<file path="src/rtl/serclk_pkg.sv">
package serclk_pkg;
  localparam int IDX_W  = 4;
  localparam int N_W    = 7;
  localparam int P_W    = 3;
  localparam int D_W    = 7;
  localparam int WORD_W = 3 + IDX_W + N_W + P_W + D_W;
  localparam logic [2:0] REG_TARGET = 3'b010;

  typedef struct packed {
    logic d;
    logic c;
  } link_t;
endpackage

</file>
<file path="src/rtl/serclk_word.sv">
module serclk_word
  import serclk_pkg::*;
(
  input  logic [IDX_W-1:0]  idx_i,
  input  logic [N_W-1:0]    n_i,
  input  logic [P_W-1:0]    p_i,
  input  logic [D_W-1:0]    d_i,
  output logic [WORD_W-1:0] word_o
);
  // Target register select in the top bits, divider fields below.
  assign word_o = {REG_TARGET, idx_i, n_i, p_i, d_i};
endmodule

</file>
<file path="src/rtl/serclk_timer.sv">
module serclk_timer #(
  parameter int CYCLES = 4
) (
  input  logic clk,
  input  logic rst,
  input  logic restart_i,
  input  logic run_i,
  output logic tick_o
);
  localparam int TW = (CYCLES > 1) ? $clog2(CYCLES) : 1;
  localparam logic [TW-1:0] LAST = TW'(CYCLES - 1);

  logic [TW-1:0] cnt_q;

  assign tick_o = run_i && (cnt_q == LAST);

  always_ff @(posedge clk) begin
    if (rst || restart_i) begin
      cnt_q <= '0;
    end else if (run_i) begin
      cnt_q <= tick_o ? '0 : cnt_q + 1'b1;
    end
  end
endmodule

</file>
<file path="src/rtl/serclk_seq.sv">
module serclk_seq
  import serclk_pkg::*;
#(
  parameter int UNLOCK_PULSES = 5,
  parameter int PASSES        = 3,
  parameter int SEL_W         = 4,
  parameter int SEL_LOAD      = 2
) (
  input  logic              clk,
  input  logic              rst,
  input  logic              accept_i,
  input  logic [WORD_W-1:0] word_i,
  input  logic              tick_i,
  output logic              ser_clk_o,
  output logic              ser_data_o,
  output logic              busy_o,
  output logic              done_o,
  output logic [SEL_W-1:0]  sel_o
);
  localparam int PRE_LEN  = 2 + 2 * UNLOCK_PULSES + 2;
  localparam int DATA_OFS = PRE_LEN + 2;
  localparam int STOP_OFS = DATA_OFS + 4 * WORD_W;
  localparam int STEPS    = STOP_OFS + 3;
  localparam int SW       = $clog2(STEPS);
  localparam int PW       = (PASSES > 1) ? $clog2(PASSES) : 1;
  localparam logic [SW-1:0] LAST_STEP = SW'(STEPS - 1);
  localparam logic [PW-1:0] LAST_PASS = PW'(PASSES - 1);

  logic [SW-1:0]     step_q;
  logic [PW-1:0]     pass_q;
  logic [WORD_W-1:0] word_q;
  link_t             link_q;

  // Wire state for a given position within one pass.
  function automatic link_t pattern(input int s, input logic [WORD_W-1:0] w);
    link_t r;
    int    j;
    logic  b;
    r = '{d: 1'b0, c: 1'b0};
    if (s == 0) begin
      r = '{d: 1'b0, c: 1'b0};
    end else if (s == 1) begin
      r = '{d: 1'b1, c: 1'b0};
    end else if (s < PRE_LEN - 2) begin
      j   = s - 2;
      r.d = 1'b1;
      r.c = (j % 2 == 0);
    end else if (s == PRE_LEN - 2) begin
      r = '{d: 1'b0, c: 1'b0};
    end else if (s == PRE_LEN - 1) begin
      r = '{d: 1'b0, c: 1'b1};
    end else if (s < DATA_OFS) begin
      r.d = 1'b0;
      r.c = (s == DATA_OFS - 1);
    end else if (s < STOP_OFS) begin
      j = s - DATA_OFS;
      b = w[j / 4];
      case (j % 4)
        0:       r = '{d: ~b, c: 1'b1};
        1:       r = '{d: ~b, c: 1'b0};
        2:       r = '{d: b,  c: 1'b0};
        default: r = '{d: b,  c: 1'b1};
      endcase
    end else begin
      r.d = 1'b1;
      r.c = (s != STOP_OFS + 1);
    end
    return r;
  endfunction

  always_ff @(posedge clk) begin
    if (rst) begin
      step_q <= '0;
      pass_q <= '0;
      word_q <= '0;
      link_q <= '{d: 1'b0, c: 1'b0};
      busy_o <= 1'b0;
      done_o <= 1'b0;
      sel_o  <= '0;
    end else begin
      done_o <= 1'b0;
      if (accept_i) begin
        busy_o <= 1'b1;
        step_q <= '0;
        pass_q <= '0;
        word_q <= word_i;
        link_q <= pattern(0, word_i);
      end else if (busy_o && tick_i) begin
        if (step_q == LAST_STEP) begin
          if (pass_q == LAST_PASS) begin
            busy_o <= 1'b0;
            done_o <= 1'b1;
            sel_o  <= SEL_W'(SEL_LOAD);
          end else begin
            pass_q <= pass_q + 1'b1;
            step_q <= '0;
            link_q <= pattern(0, word_q);
          end
        end else begin
          step_q <= step_q + 1'b1;
          link_q <= pattern(int'(step_q) + 1, word_q);
        end
      end
    end
  end

  assign ser_clk_o  = link_q.c;
  assign ser_data_o = link_q.d;
endmodule

</file>
<file path="src/rtl/serclk_prog.sv">
module serclk_prog
  import serclk_pkg::*;
#(
  parameter int PHASE_CYCLES  = 4,
  parameter int UNLOCK_PULSES = 5,
  parameter int PASSES        = 3,
  parameter int SEL_W         = 4,
  parameter int SEL_LOAD      = 2
) (
  input  logic             clk,
  input  logic             rst,
  input  logic             start_i,
  input  logic [3:0]       idx_i,
  input  logic [6:0]       n_i,
  input  logic [2:0]       p_i,
  input  logic [6:0]       d_i,
  output logic             ser_clk_o,
  output logic             ser_data_o,
  output logic             busy_o,
  output logic             done_o,
  output logic [SEL_W-1:0] sel_o
);
  logic              accept_w;
  logic              tick_w;
  logic [WORD_W-1:0] word_w;

  assign accept_w = start_i && !busy_o;

  serclk_word u_word (
    .idx_i  (idx_i),
    .n_i    (n_i),
    .p_i    (p_i),
    .d_i    (d_i),
    .word_o (word_w)
  );

  serclk_timer #(.CYCLES(PHASE_CYCLES)) u_timer (
    .clk       (clk),
    .rst       (rst),
    .restart_i (accept_w),
    .run_i     (busy_o),
    .tick_o    (tick_w)
  );

  serclk_seq #(
    .UNLOCK_PULSES (UNLOCK_PULSES),
    .PASSES        (PASSES),
    .SEL_W         (SEL_W),
    .SEL_LOAD      (SEL_LOAD)
  ) u_seq (
    .clk        (clk),
    .rst        (rst),
    .accept_i   (accept_w),
    .word_i     (word_w),
    .tick_i     (tick_w),
    .ser_clk_o  (ser_clk_o),
    .ser_data_o (ser_data_o),
    .busy_o     (busy_o),
    .done_o     (done_o),
    .sel_o      (sel_o)
  );
endmodule

</file>
<file path="config.mk">
export PLATFORM = sky130hd
export DESIGN_NAME = serclk_prog
export DESIGN_NICKNAME = d
export VERILOG_FILES = /design/src/rtl/serclk_pkg.sv /design/src/rtl/serclk_word.sv /design/src/rtl/serclk_timer.sv /design/src/rtl/serclk_seq.sv /design/src/rtl/serclk_prog.sv
export SDC_FILE = /design/constraint.sdc
export NUM_CORES = 1
export LEC_CHECK = 0
export BUFFER_PORTS_ARGS = -buffer_cell sky130_fd_sc_hd__buf_2
export CAP_MARGIN = 40
export CORE_MARGIN = 3
export CORE_UTILIZATION = 43
export DETAILED_ROUTE_END_ITERATION = 16
export GPL_TIMING_DRIVEN = 0
export HOLD_SLACK_MARGIN = 0.02
export PLACE_DENSITY = 0.74
export SYNTH_ARGS = -nofsm -noshare
export SYNTH_HDL_FRONTEND = slang
export SYNTH_SLANG_ARGS = --single-unit
</file>
<file path="constraint.sdc">
create_clock -name clk -period 2.6 [get_ports clk]
set_clock_uncertainty 0.2 [all_clocks]
set_input_delay 0.13 -clock clk [delete_from_list [all_inputs] [get_ports clk]]
set_output_delay 0.13 -clock clk [all_outputs]
set_load 0.05 [all_outputs]
</file>
Yosys cells after proc, flatten, opt, wreduce, memory -nomap -nowiden --
Cells that the tools add are included.
Cells by class: add/subtract/negate cells 7, $mul 0, div/mod/pow operators 0, order comparisons 4, equality and inequality tests 11, shift operators 0, multiplexer cells 21, bitwise operators 7, reductions and logical operators 18
Operators by type and width (number):
- equality test 32 x 5 -> 1 bit (second input constant) | 3
- zero test 32 bit | 3
- equality test 32 x 2 -> 1 bit (second input constant) | 2
- adder 32 x 1 -> 32 bit | 1
- equality test 32 x 1 -> 1 bit (second input constant) | 1
- < comparator 32 x 5 -> 1 bit (second input constant) | 1
- < comparator 32 x 6 -> 1 bit (second input constant) | 1
- < comparator 32 x 7 -> 1 bit (second input constant) | 1
- < comparator 32 x 8 -> 1 bit (second input constant) | 1
- != test 32 x 8 -> 1 bit (second input constant) | 1
- subtractor 32 x 3 -> 32 bit (second input constant) | 1
- subtractor 32 x 6 -> 32 bit (second input constant) | 1
- 2-to-1 mux 2 bit | 10
- 2-to-1 mux 7 bit | 2
- adder 7 x 1 -> 8 bit (second input constant) | 1
- adder 7 x 1 -> 7 bit (second input constant) | 1
- equality test 7 bit (second input constant) | 1
- 2-to-1 mux 1 bit | 7
- one-hot mux 2 bit (3 select lines) | 1
- AND reduction 3 bit | 2
- nonzero test 2 bit | 3
- binary-select mux 1 bit (select 5 bit) | 1
- NOT 1 bit | 5
- adder 2 x 1 -> 2 bit (second input constant) | 2
- 10 further kinds | 15
Word-level totals: register bits after elaboration 38, bits in latches 0, bits in writable memories 0, bits in read-only memories 0, output and inout bits 8, memories kept 0

Logic depth before layout (Yosys ltp) --
Gate-level depths: netlist of the first run.
depth in word-level cells 18, depth in mapped cells 14, mapped depth without buffers 12

Cells and area by module --
From an unflattened synthesis of the first run, not the netlist that was laid out.
Unflattened totals: cell total of the unflattened synthesis 338, area, all modules 2777.7 µm²
By module, submodules not included:
- serclk_seq | instances 1, cells each 302, area each 2474.9 µm², seq. area each 760.7 µm²
- serclk_word | instances 1, cells each 26, area each 187.7 µm², seq. area each 0.0 µm²
- serclk_timer | instances 1, cells each 9, area each 101.3 µm², seq. area each 40.0 µm²
- serclk_prog | instances 1, cells each 1, area each 13.8 µm², seq. area each 0.0 µm²

Least setup slack after synthesis of the first run --
Ideal clock, no wire load.
path type reg-to-reg, from register u_seq.step_q[2], to register u_seq.link_q, in the netlist u_seq.ser_data_o, setup time 0.135 ns, arrival 2.545 ns, data required time 2.265 ns, setup slack -0.280 ns, stages on the path, launching flop included 13, path buffers 2, cell sequence dfxtp_1 buf_4 clkbuf_1 and3_1 nand3_1 xnor2_1 inv_1 ha_1 mux2i_1 mux2i_1 or4_1 a211oi_1 a311oi_2
On the way: cells in the longest elaborated chain, start to end 17, elaborated cells on any way between the ends 30
Ends and longest elaborated chain:
- start: declaration | RTL line serclk_seq.sv:29 | logic [SW-1:0] step_q;
- start signal: assignment | RTL line serclk_seq.sv:100 | step_q <= step_q + 1'b1;
- adder 7 x 1 -> 8 bit | RTL line serclk_seq.sv:101 | link_q <= pattern(int'(step_q) + 1, word_q);
- subtractor 32 x 6 -> 32 bit | RTL line serclk_seq.sv:56 | j = s - DATA_OFS;
- bitwise AND 1 bit (no source line)
- adder 32 x 1 -> 32 bit (no source line)
- binary-select mux 1 bit (select 5 bit) | RTL line serclk_seq.sv:57 | b = w[j / 4];
- 2-to-1 mux 1 bit (not written as such) (2 in series) | RTL line serclk_seq.sv:57
- NOT 1 bit | RTL line serclk_seq.sv:59, serclk_seq.sv:60
- one-hot mux 2 bit (3 select lines) | RTL line serclk_seq.sv:58 | case (j % 4)
- 2-to-1 mux 2 bit | RTL line serclk_seq.sv:55 | end else if (s < STOP_OFS) begin
- 2-to-1 mux 2 bit | RTL line serclk_seq.sv:52 | end else if (s < DATA_OFS) begin
- 2-to-1 mux 2 bit | RTL line serclk_seq.sv:50 | end else if (s == PRE_LEN - 1) begin
- 2-to-1 mux 2 bit | RTL line serclk_seq.sv:48 | end else if (s == PRE_LEN - 2) begin
- 2-to-1 mux 2 bit | RTL line serclk_seq.sv:44 | end else if (s < PRE_LEN - 2) begin
- 2-to-1 mux 2 bit | RTL line serclk_seq.sv:42 | end else if (s == 1) begin
- 2-to-1 mux 2 bit | RTL line serclk_seq.sv:40 | if (s == 0) begin
- 2-to-1 mux 2 bit | RTL line serclk_seq.sv:89 | if (step_q == LAST_STEP) begin
- end signal: assignment | RTL line serclk_seq.sv:87 | link_q <= pattern(0, word_i);
- end signal: assignment | RTL line serclk_seq.sv:97 | link_q <= pattern(0, word_q);
- end signal: assignment | RTL line serclk_seq.sv:101
- end: declaration | RTL line serclk_seq.sv:32 | link_t link_q;
Parallel ways exist; a longest one is shown, timed or not. The select of a mux whose other input is x is not followed. A chain may end at the register's enable or synchronous reset.

Final worst setup path of the first run --
from register u_seq.step_q[1], to register u_seq.link_q, in the netlist u_seq.ser_data_o
On the way: cells in the longest elaborated chain, start to end 18, elaborated cells on any way between the ends 31
Ends and longest elaborated chain (RTL line):
- adder 7 x 1 -> 8 bit | serclk_seq.sv:101
- subtractor 32 x 6 -> 32 bit | serclk_seq.sv:56
- OR reduction 2 bit (no source line)
- bitwise AND 1 bit (no source line)
- adder 32 x 1 -> 32 bit (no source line)
- binary-select mux 1 bit (select 5 bit) | serclk_seq.sv:57
- 2-to-1 mux 1 bit (not written as such) (2 in series) | serclk_seq.sv:57
- NOT 1 bit | serclk_seq.sv:59, serclk_seq.sv:60
- one-hot mux 2 bit (3 select lines) | serclk_seq.sv:58
- 2-to-1 mux 2 bit | serclk_seq.sv:55
- 2-to-1 mux 2 bit | serclk_seq.sv:52
- 2-to-1 mux 2 bit | serclk_seq.sv:50
- 2-to-1 mux 2 bit | serclk_seq.sv:48
- 2-to-1 mux 2 bit | serclk_seq.sv:44
- 2-to-1 mux 2 bit | serclk_seq.sv:42
- 2-to-1 mux 2 bit | serclk_seq.sv:40
- 2-to-1 mux 2 bit | serclk_seq.sv:89
Parallel ways exist; a longest one is shown, timed or not. The select of a mux whose other input is x is not followed.

==> results of run 1 <==
cells in the mapped netlist (2+ instances only):
library cell and count:
a21oi_1 28, a22oi_1 3, a21o_1 3, a41oi_1 2, inv_1 9, nor3b_1 2
dfxtp_1 38, nor3_1 8, ha_1 11, nand4_1 2, and2_1 4, o211a_1 2
a211oi_1 3, xnor2_1 6, a21boi_0 3, buf_6 2, xor2_1 3, mux4_2 3
buf_1 3, nand2b_1 3, o31a_1 2, or3_1 2, nand2_1 56, buf_4 5
mux2i_1 10, o21ai_0 9, nor2b_1 2, nand3_1 4, clkbuf_1 11, nor2_1 23
and3_1 4, buf_2 5, or4_1 2
flip-flops by register name, summed over array words and instances (netlist names):
name	count
u_seq.busy_o	1
u_seq.done_o	1
u_seq.pass_q	2
u_seq.sel_o	1
u_seq.ser_clk_o	1
u_seq.ser_data_o	1
u_seq.step_q	7
u_seq.word_q	22
u_timer.cnt_q	2
critical path: cells and delay by family, from the launching register on:
kind            cells  cell delay [ns]
fa+ha+maj           2             0.35
xor+xnor            2             0.39
flops               1             0.38
compound gates      4             0.76
simple gates        3             0.55
power by group:
part	internal (mW)	switching (mW)
logic	0.0626	0.0715
registers	0.601	0.0119
clock network	0.285	0.220
final cells by class:
| class | count | area, sq um | area share |
|---|---|---|---|
| Inverter | 9 | 33.8 | 0.0101 |
| Clock buffer | 5 | 68.8 | 0.0206 |
| Buffer | 22 | 156 | 0.0469 |
| Sequential cell | 38 | 772 | 0.232 |
| Clock inverter | 3 | 45.0 | 0.0135 |
| Timing Repair Buffer | 69 | 513 | 0.154 |
| Multi-Input combinational cell | 224 | 1660 | 0.497 |
| Tap cell | 70 | 87.6 | 0.0263 |
cells by family (layout without fill, tap and decap cells):
family | Yosys count | count (layout) | share of synthesized area
AND/OR/NAND/NOR | 119 | 119 | 0.236
AO/OA/AOI/OAI | 67 | 67 | 0.185
flip-flops | 38 | 38 | 0.321
buffers and inverters | 35 | 108 | 0.0724
multiplexers | 13 | 13 | 0.0708
adder cells (fa/ha/maj) | 11 | 11 | 0.0581
XOR/XNOR | 11 | 11 | 0.0544
other | 1 | 3 | 0.00158
layout by cell type (no fill, tap or decap), types with 3 or more instances in the layout:
master          n
a21boi_0        3
a21o_1          3
a21oi_1        28
a22oi_1         3
and3_1          3
buf_2          30
buf_4          22
buf_6           3
clkbuf_1        8
clkbuf_8        5
conb_1          3
dfxtp_1        35
dfxtp_4         3
dlygate4sd3_1  22
ha_1            6
ha_4            4
inv_1           7
mux2i_1         9
mux4_2          3
nand2_1        55
nand2b_1        3
nor2_1         23
nor3_1          8
o21ai_0         8
xnor2_4         4
metrics by stage:
stage	power, mW	TNS [ns]	cell area (sq um)
after global routing	1.30	-0.362	3330
after global placement	0.732	-0.649	2670
after CTS	1.25	-0.178	3180
final	1.25	-0.168	3330
after floorplan	0.698	-0.0119	2440
after detailed placement	0.734	-0.770	2670
worst paths after layout:
check / startpoint / end / slack [ns] / depth (start not counted)
max: u_seq.step_q[1] / u_seq.ser_data_o / -0.10 / 11
min: rst / u_seq.word_q[8] / 0.03 / 2
max reg2reg: u_seq.step_q[1] / u_seq.ser_data_o / -0.10 / 11
min reg2reg: u_seq.sel_o[1] / u_seq.sel_o[1] / 0.26 / 2
layer usage:
layer | global-route usage | up-vias
li1 | - | 1159
met5 | 0 | -
met1 | 0.272 | 1123
met4 | 0.0557 | 0
met3 | 0.0247 | 7
met2 | 0.329 | 61
timing repair:
| action | in CTS | in global routing |
|---|---|---|
| gates resized for setup | 24 | 23 |
| cloned | 0 | 0 |
| hold buffers | 22 | 0 |
| endpoints found under the hold margin | 22 | 0 |
| setup buffers | 8 | 13 |
| endpoints found under the setup margin | 2 | 2 |
| pin swaps | 6 | 13 |
==> summary.txt, run 1 <==
Finish
  • Layout cells sized above 1: 0.281
  • Fin cells: 440
  • Area growth syn-to-layout: 40.8%
  • Fill cells: 423
  • Ant. Diodes: 0
  • Finished Core Util: 0.640
  • Layout Nets: 404

Synthesis
  • Seq cells post-synth: 38
  • Share of synthesized flip-flops with an asynchronous set or reset: 0
  • Post-synth top area cell: dfxtp_1
  • Main area contributors after synthesis: dfxtp_1, nand2_1, a21oi_1
  • Syn avg cell area: 8.02 sq um
  • Number of enable flip-flop cells after synthesis: 0
  • Register area share after synthesis: 0.321
  • Synth cell types: 55
  • YS warnings: 0
  • Top_reg_cell synth: dfxtp_1
  • Cell count after synthesis: 295
  • Post-synth top area share: 0.321
  • Syn Std Cell Area: 0.00237 sq mm

STA
  • Crit path time final: 2.70 ns
  • RSZ-0062 raised after global routing: true
  • Worst-margin pin slew: 0.708 ns
  • Final Hold Viols: 0
  • # setup viols final: 2
  • Tcrit/Tclk final: 1.04
  • Hold WS: 0.0321 ns
  • Setup slack after layout: -0.101 ns
  • Rel. slew slack: 0.515
  • Slew Viols, Final: 0
  • Max Fclk: 0.370 GHz

Worst setup path
  • Peak fanout along the critical path: 6
  • WS Path Type: flop to flop
  • Slowest CP cell: dfxtp_4
  • Crit path launch type: flop
  • Slowest Stage Delay on Critical Path: 0.38 ns
  • CP Capture Type: flop
  • Worst Path Required: 2.61 ns
  • CP arrival: 2.71 ns
  • Worst-path cell chain: ha_4, nor4_4, and2_4, ha_4, xnor2_4, xnor2_4, nand2_1, o32ai_1, o21ai_1, a21o_1, a311oi_2

Worst hold path
  • Worst min path class: input pin to flop

Global route
  • Vias in the first global route: 2179
  • Initial antenna violation count: 0
  • Gr usage total: 0.199
  • Largest net degree at the start of global routing: 14
  • First-pass GRT wire length: 10.3 mm
  • GRT Residual Overflow: 0

Power
  • P per Cell Area: 376 mW/mm^2
  • Lkg Pwr: 1.30 nW
  • Worst vdd ir: 0.376 mV

Floorplan
  • Initial Util: 0.455
  • Die X: 80.2 um
  • Die ar.: 0.00643 sq mm
  • Core Region: 0.00520 sq mm
  • Die Y-Extent: 80.2 um
  • # IOs: 32
  • Rows: 26

Routing
  • Average via count per standard cell: 5.34
  • Met1 WL: 2.89 mm
  • DR WL met3: 291 um
  • Met2 wire length: 3.07 mm
  • Antenna Nets Post-Route: 0
  • Vias: 2350
  • Drt pass-1 iters: 4
  • Remaining DRCs: 0
  • Initial DRC count: 235
  • Top sig layer: met4
  • Wire per inst: 14.4 um
  • Routed WL: 6.32 mm

Clock tree
  • Max H-tree Level: 2
  • Num CTS Buffers: 5
  • Skew-Pair Late Insertion Delay: 0.29 ns
  • Clock slew at reported path FFs: 0.09 ns
  • Longest Clk Path Bufs: 2
  • CTS tree: yes
  • TritonCTS Sinks: 38
  • Root buf cell: clkbuf_8

Placement
  • Placed cells: 394
  • Pre-CTS setup slack: -0.482 ns
  • GPL Wtd Cong: 0.894
  • Dpl hpwl: 4.09 mm
  • Port-buffer cells: 27

Status
  • Outcome: finished with violations
  • Failing checks: negative setup slack

Job
  • Max_cap viols: 0
No activity file was read; power rests on OpenSTA's default activity.
==> inputs of run 2 (changes only) <==
- PLACE_DENSITY: 0.74 -> 0.73
- SYNTH_HIERARCHICAL: default -> 1
==> summary.txt, run 2 <==
Global route
  • First-pass GRT wire length: 11.6 mm (was 10.3 mm)
  • Initial antenna violation count: 0 (unchanged)
  • Largest net degree at the start of global routing: 14 (unchanged)
  • GRT Residual Overflow: 0 (unchanged)
  • Vias in the first global route: 2413 (was 2179)
  • Gr usage total: 0.193 (was 0.199)

Power
  • Gate power share: 0.135 (was 0.107)
  • Lkg Pwr: 1.59 nW (was 1.30 nW)
  • P per Cell Area: 362 mW/mm^2 (was 376 mW/mm^2)
  • Total chip power: 1.35 mW (was 1.25 mW)
  • Clock power share: 0.379 (was 0.404)
  • Worst vdd ir: 0.354 mV (was 0.376 mV)
  • Internal power: 1.01 mW (was 0.949 mW)
  • Sw Pwr: 0.339 mW (was 0.304 mW)
  • Sw frac: 0.251 (was 0.242)
  • Seq pwr share: 0.486 (was 0.489)

STA
  • Final Hold Viols: 0 (unchanged)
  • Crit path time final: 3.32 ns (was 2.70 ns)
  • Total negative slack: -0.785 ns (was -0.168 ns)
  • Max Fclk: 0.301 GHz (was 0.370 GHz)
  • Slew Viols, Final: 0 (unchanged)
  • Tcrit/Tclk final: 1.28 (was 1.04)
  • # setup viols final: 2 (unchanged)
  • Worst-margin pin slew: 0.708 ns (about the same)
  • RSZ-0062 raised after global routing: true (unchanged)
  • Setup slack after layout: -0.720 ns (was -0.101 ns)
  • Rel. slew slack: 0.528 (was 0.515)

Routing
  • Routed WL: 7.17 mm (was 6.32 mm)
  • Wire per inst: 15.0 um (was 14.4 um)
  • Average via count per standard cell: 5.46 (was 5.34)
  • Top sig layer: met4 (unchanged)
  • Drt pass-1 iters: 4 (unchanged)
  • Vias: 2608 (was 2350)
  • Initial DRC count: 267 (was 235)
  • DR WL met3: 419 um (was 291 um)
  • Remaining DRCs: 0 (unchanged)
  • Antenna Nets Post-Route: 0 (unchanged)
  • Met2 wire length: 3.60 mm (was 3.07 mm)
  • Met1 WL: 3.01 mm (was 2.89 mm)

Synthesis
  • Syn avg cell area: 8.22 sq um (was 8.02 sq um)
  • Syn Std Cell Area: 0.00278 sq mm (was 0.00237 sq mm)
  • Most numerous cell in the Yosys netlist: nor2_1 (was nand2_1)
  • Main area contributors after synthesis: dfxtp_1, mux2i_1, buf_4 (was dfxtp_1, nand2_1, a21oi_1)
  • Number of enable flip-flop cells after synthesis: 0 (unchanged)
  • Seq cells post-synth: 40 (was 38)
  • Post-synth top area cell: dfxtp_1 (unchanged)
  • Post-synth top cells: nor2_1, dfxtp_1, mux2i_1 (was nand2_1, dfxtp_1, a21oi_1)
  • Synth cell types: 62 (was 55)
  • Share of synthesized flip-flops with an asynchronous set or reset: 0 (unchanged)
  • Register area share after synthesis: 0.288 (was 0.321)
  • Cell count after synthesis: 338 (was 295)
  • Top_reg_cell synth: dfxtp_1 (unchanged)
  • Post-synth top area share: 0.288 (was 0.321)
  • YS warnings: 6 (was 0)

Worst setup path
  • Worst Path Required: 2.62 ns (was 2.61 ns)
  • Slowest Stage Delay on Critical Path: 0.38 ns (about the same)
  • CP Capture Type: flop (unchanged)
  • Peak fanout along the critical path: 7 (was 6)
  • Most used cell, CP: ha_4
  • WS Path Type: flop to flop (unchanged)
  • CP arrival: 3.34 ns (was 2.71 ns)
  • Buf+Inv Stages, Crit Path: 1 (was 0)
  • Crit-path leading delay family: simple AND/OR/NAND/NOR gates (was compound AO/OA/AOI/OAI gates)
  • Slowest CP cell: dfxtp_4 (unchanged)
  • Worst-path cell chain: ha_4, and3_4, clkbuf_8, xnor2_4, ha_4, nand2b_4, nor2_4, ha_4, mux2_4, a211o_1, o21ai_2, a31oi_1, and4_4, or3_4, o211ai_2 (was ha_4, nor4_4, and2_4, ha_4, xnor2_4, xnor2_4, nand2_1, o32ai_1, o21ai_1, a21o_1, a311oi_2)
  • Crit path launch type: flop (unchanged)

Finish
  • Ant. Diodes: 0 (unchanged)
  • Commonest non-fill, non-tap cell in the layout: buf_4 (was nand2_1)
  • Most flops, register: u_seq/word_q (was u_seq.word_q)
  • Leading cell types in the layout, fill and taps excluded: buf_4, nor2_1, dfxtp_1 (was nand2_1, dfxtp_1, buf_2)
  • Fill cells: 515 (was 423)
  • Area growth syn-to-layout: 34.4% (was 40.8%)
  • Layout Nets: 437 (was 404)
  • Finished layout cell area: 0.00373 sq mm (was 0.00333 sq mm)
  • Regs by FF count: u_seq/word_q: 24 flops, u_seq/step_q: 7 flops (was u_seq.word_q: 22 flops, u_seq.step_q: 7 flops)
  • Multi-input logic area: 0.00190 sq mm (was 0.00166 sq mm)
  • Fin cells: 478 (was 440)
  • Storage cell area: 815 sq um (was 772 sq um)
  • Max reg flops: 24 (was 22)
  • Layout cells sized above 1: 0.313 (was 0.281)

Floorplan
  • Rows: 28 (was 26)
  • Die ar.: 0.00746 sq mm (was 0.00643 sq mm)
  • Core Region: 0.00610 sq mm (was 0.00520 sq mm)
  • # IOs: 32 (unchanged)
  • Initial Util: 0.456 (was 0.455)
  • Die X: 86.4 um (was 80.2 um)
  • Die Y-Extent: 86.4 um (was 80.2 um)

Clock tree
  • Clock slew at reported path FFs: 0.09 ns (about the same)
  • Root buf cell: clkbuf_8 (unchanged)
  • Longest Clk Path Bufs: 2 (unchanged)
  • Skew-Pair Late Insertion Delay: 0.29 ns (about the same)
  • CTS tree: yes (unchanged)
  • Max H-tree Level: 2 (unchanged)
  • Num CTS Buffers: 5 (unchanged)
  • TritonCTS Sinks: 40 (was 38)

Placement
  • GPL Wtd Cong: 0.859 (was 0.894)
  • Post-place instance area: 0.00304 sq mm (was 0.00267 sq mm)
  • Dpl hpwl: 4.68 mm (was 4.09 mm)
  • Port-buffer cells: 7 (was 27)
  • Pre-CTS setup slack: -0.976 ns (was -0.482 ns)
  • Placed cells: 423 (was 394)

Status
  • Outcome: finished with violations (unchanged)
  • Failing checks: negative setup slack (unchanged)

Job
  • Max_cap viols: 0 (unchanged)

Worst hold path
  • Worst min path class: flop to flop (was input pin to flop)
## run 2: cell type report
class | count | share of cell area
Sequential cell | 40 | 0.218
Buffer | 43 | 0.0825
Timing Repair Buffer | 55 | 0.123
Clock buffer | 7 | 0.0288
Clock inverter | 1 | 0.00235
Tap cell | 75 | 0.0251
Multi-Input combinational cell | 247 | 0.510
Inverter | 10 | 0.0101
## run 2: per-stage QoR
stage	hold slack [ns]	utilization
after floorplan	-0.00535	-
after global placement	0.122	0.499
after detailed placement	0.137	0.499
after CTS	0.280	0.589
after global routing	0.325	0.612
final	0.275	0.612
## run 2: final timing paths
kind,start,endpoint,slack [ns],depth (start not counted)
setup / recovery,u_seq/step_q[0],u_seq/ser_data_o,-0.72,15
hold / removal,u_seq/sel_o[1],u_seq/sel_o[1],0.28,2
setup reg to reg,u_seq/step_q[0],u_seq/ser_data_o,-0.72,15
hold reg to reg,u_seq/sel_o[1],u_seq/sel_o[1],0.28,2
## run 2: cells by family (layout without fill, tap and decap cells)
logic type                 Yosys count  count (layout)  share of synthesized area
and+or+nand+nor                    122             122                      0.217
AOI/OAI and AO/OA                   67              67                      0.174
buffers and inverters               54             116                      0.115
DFF                                 40              40                      0.288
muxes                               31              31                      0.113
adders and majority gates           11              11                     0.0495
xor gates and xnor gates            10              10                     0.0392
other                                3               6                    0.00405
## run 2: power groups by stage
stage	Combinational, mW	Sequential, mW	Clock [mW]
6_report	0.182	0.657	0.511
5_1_grt	0.200	0.660	0.553
4_1_cts	0.180	0.656	0.527
3_5_place_dp	0.151	0.672	0
3_3_place_gp	0.147	0.671	0
2_1_floorplan	0.125	0.670	0
## run 2: routing by layer
layer  track usage  vias up
li1              -     1286
met3        0.0314       15
met5             0        -
met4        0.0680        0
met1         0.246     1231
met2         0.328       76
## run 2: what timing repair did
| action | in CTS | in global routing |
|---|---|---|
| gates resized for setup | 18 | 18 |
| hold buffers | 24 | 0 |
| pin swaps | 12 | 19 |
| buffers inserted | 15 | 9 |
| hold endpoints to repair | 23 | 0 |
| setup endpoints to repair | 2 | 2 |
## run 2: worst register-to-register path, cell delays in order (launching register included)
cell,delay [ns]
dfxtp_4,0.38
ha_4,0.17
and3_4,0.14
clkbuf_8,0.16
xnor2_4,0.19
ha_4,0.20
nand2b_4,0.07
nor2_4,0.09
ha_4,0.19
mux2_4,0.31
a211o_1,0.26
o21ai_2,0.06
a31oi_1,0.09
and4_4,0.20
or3_4,0.36
o211ai_2,0.17
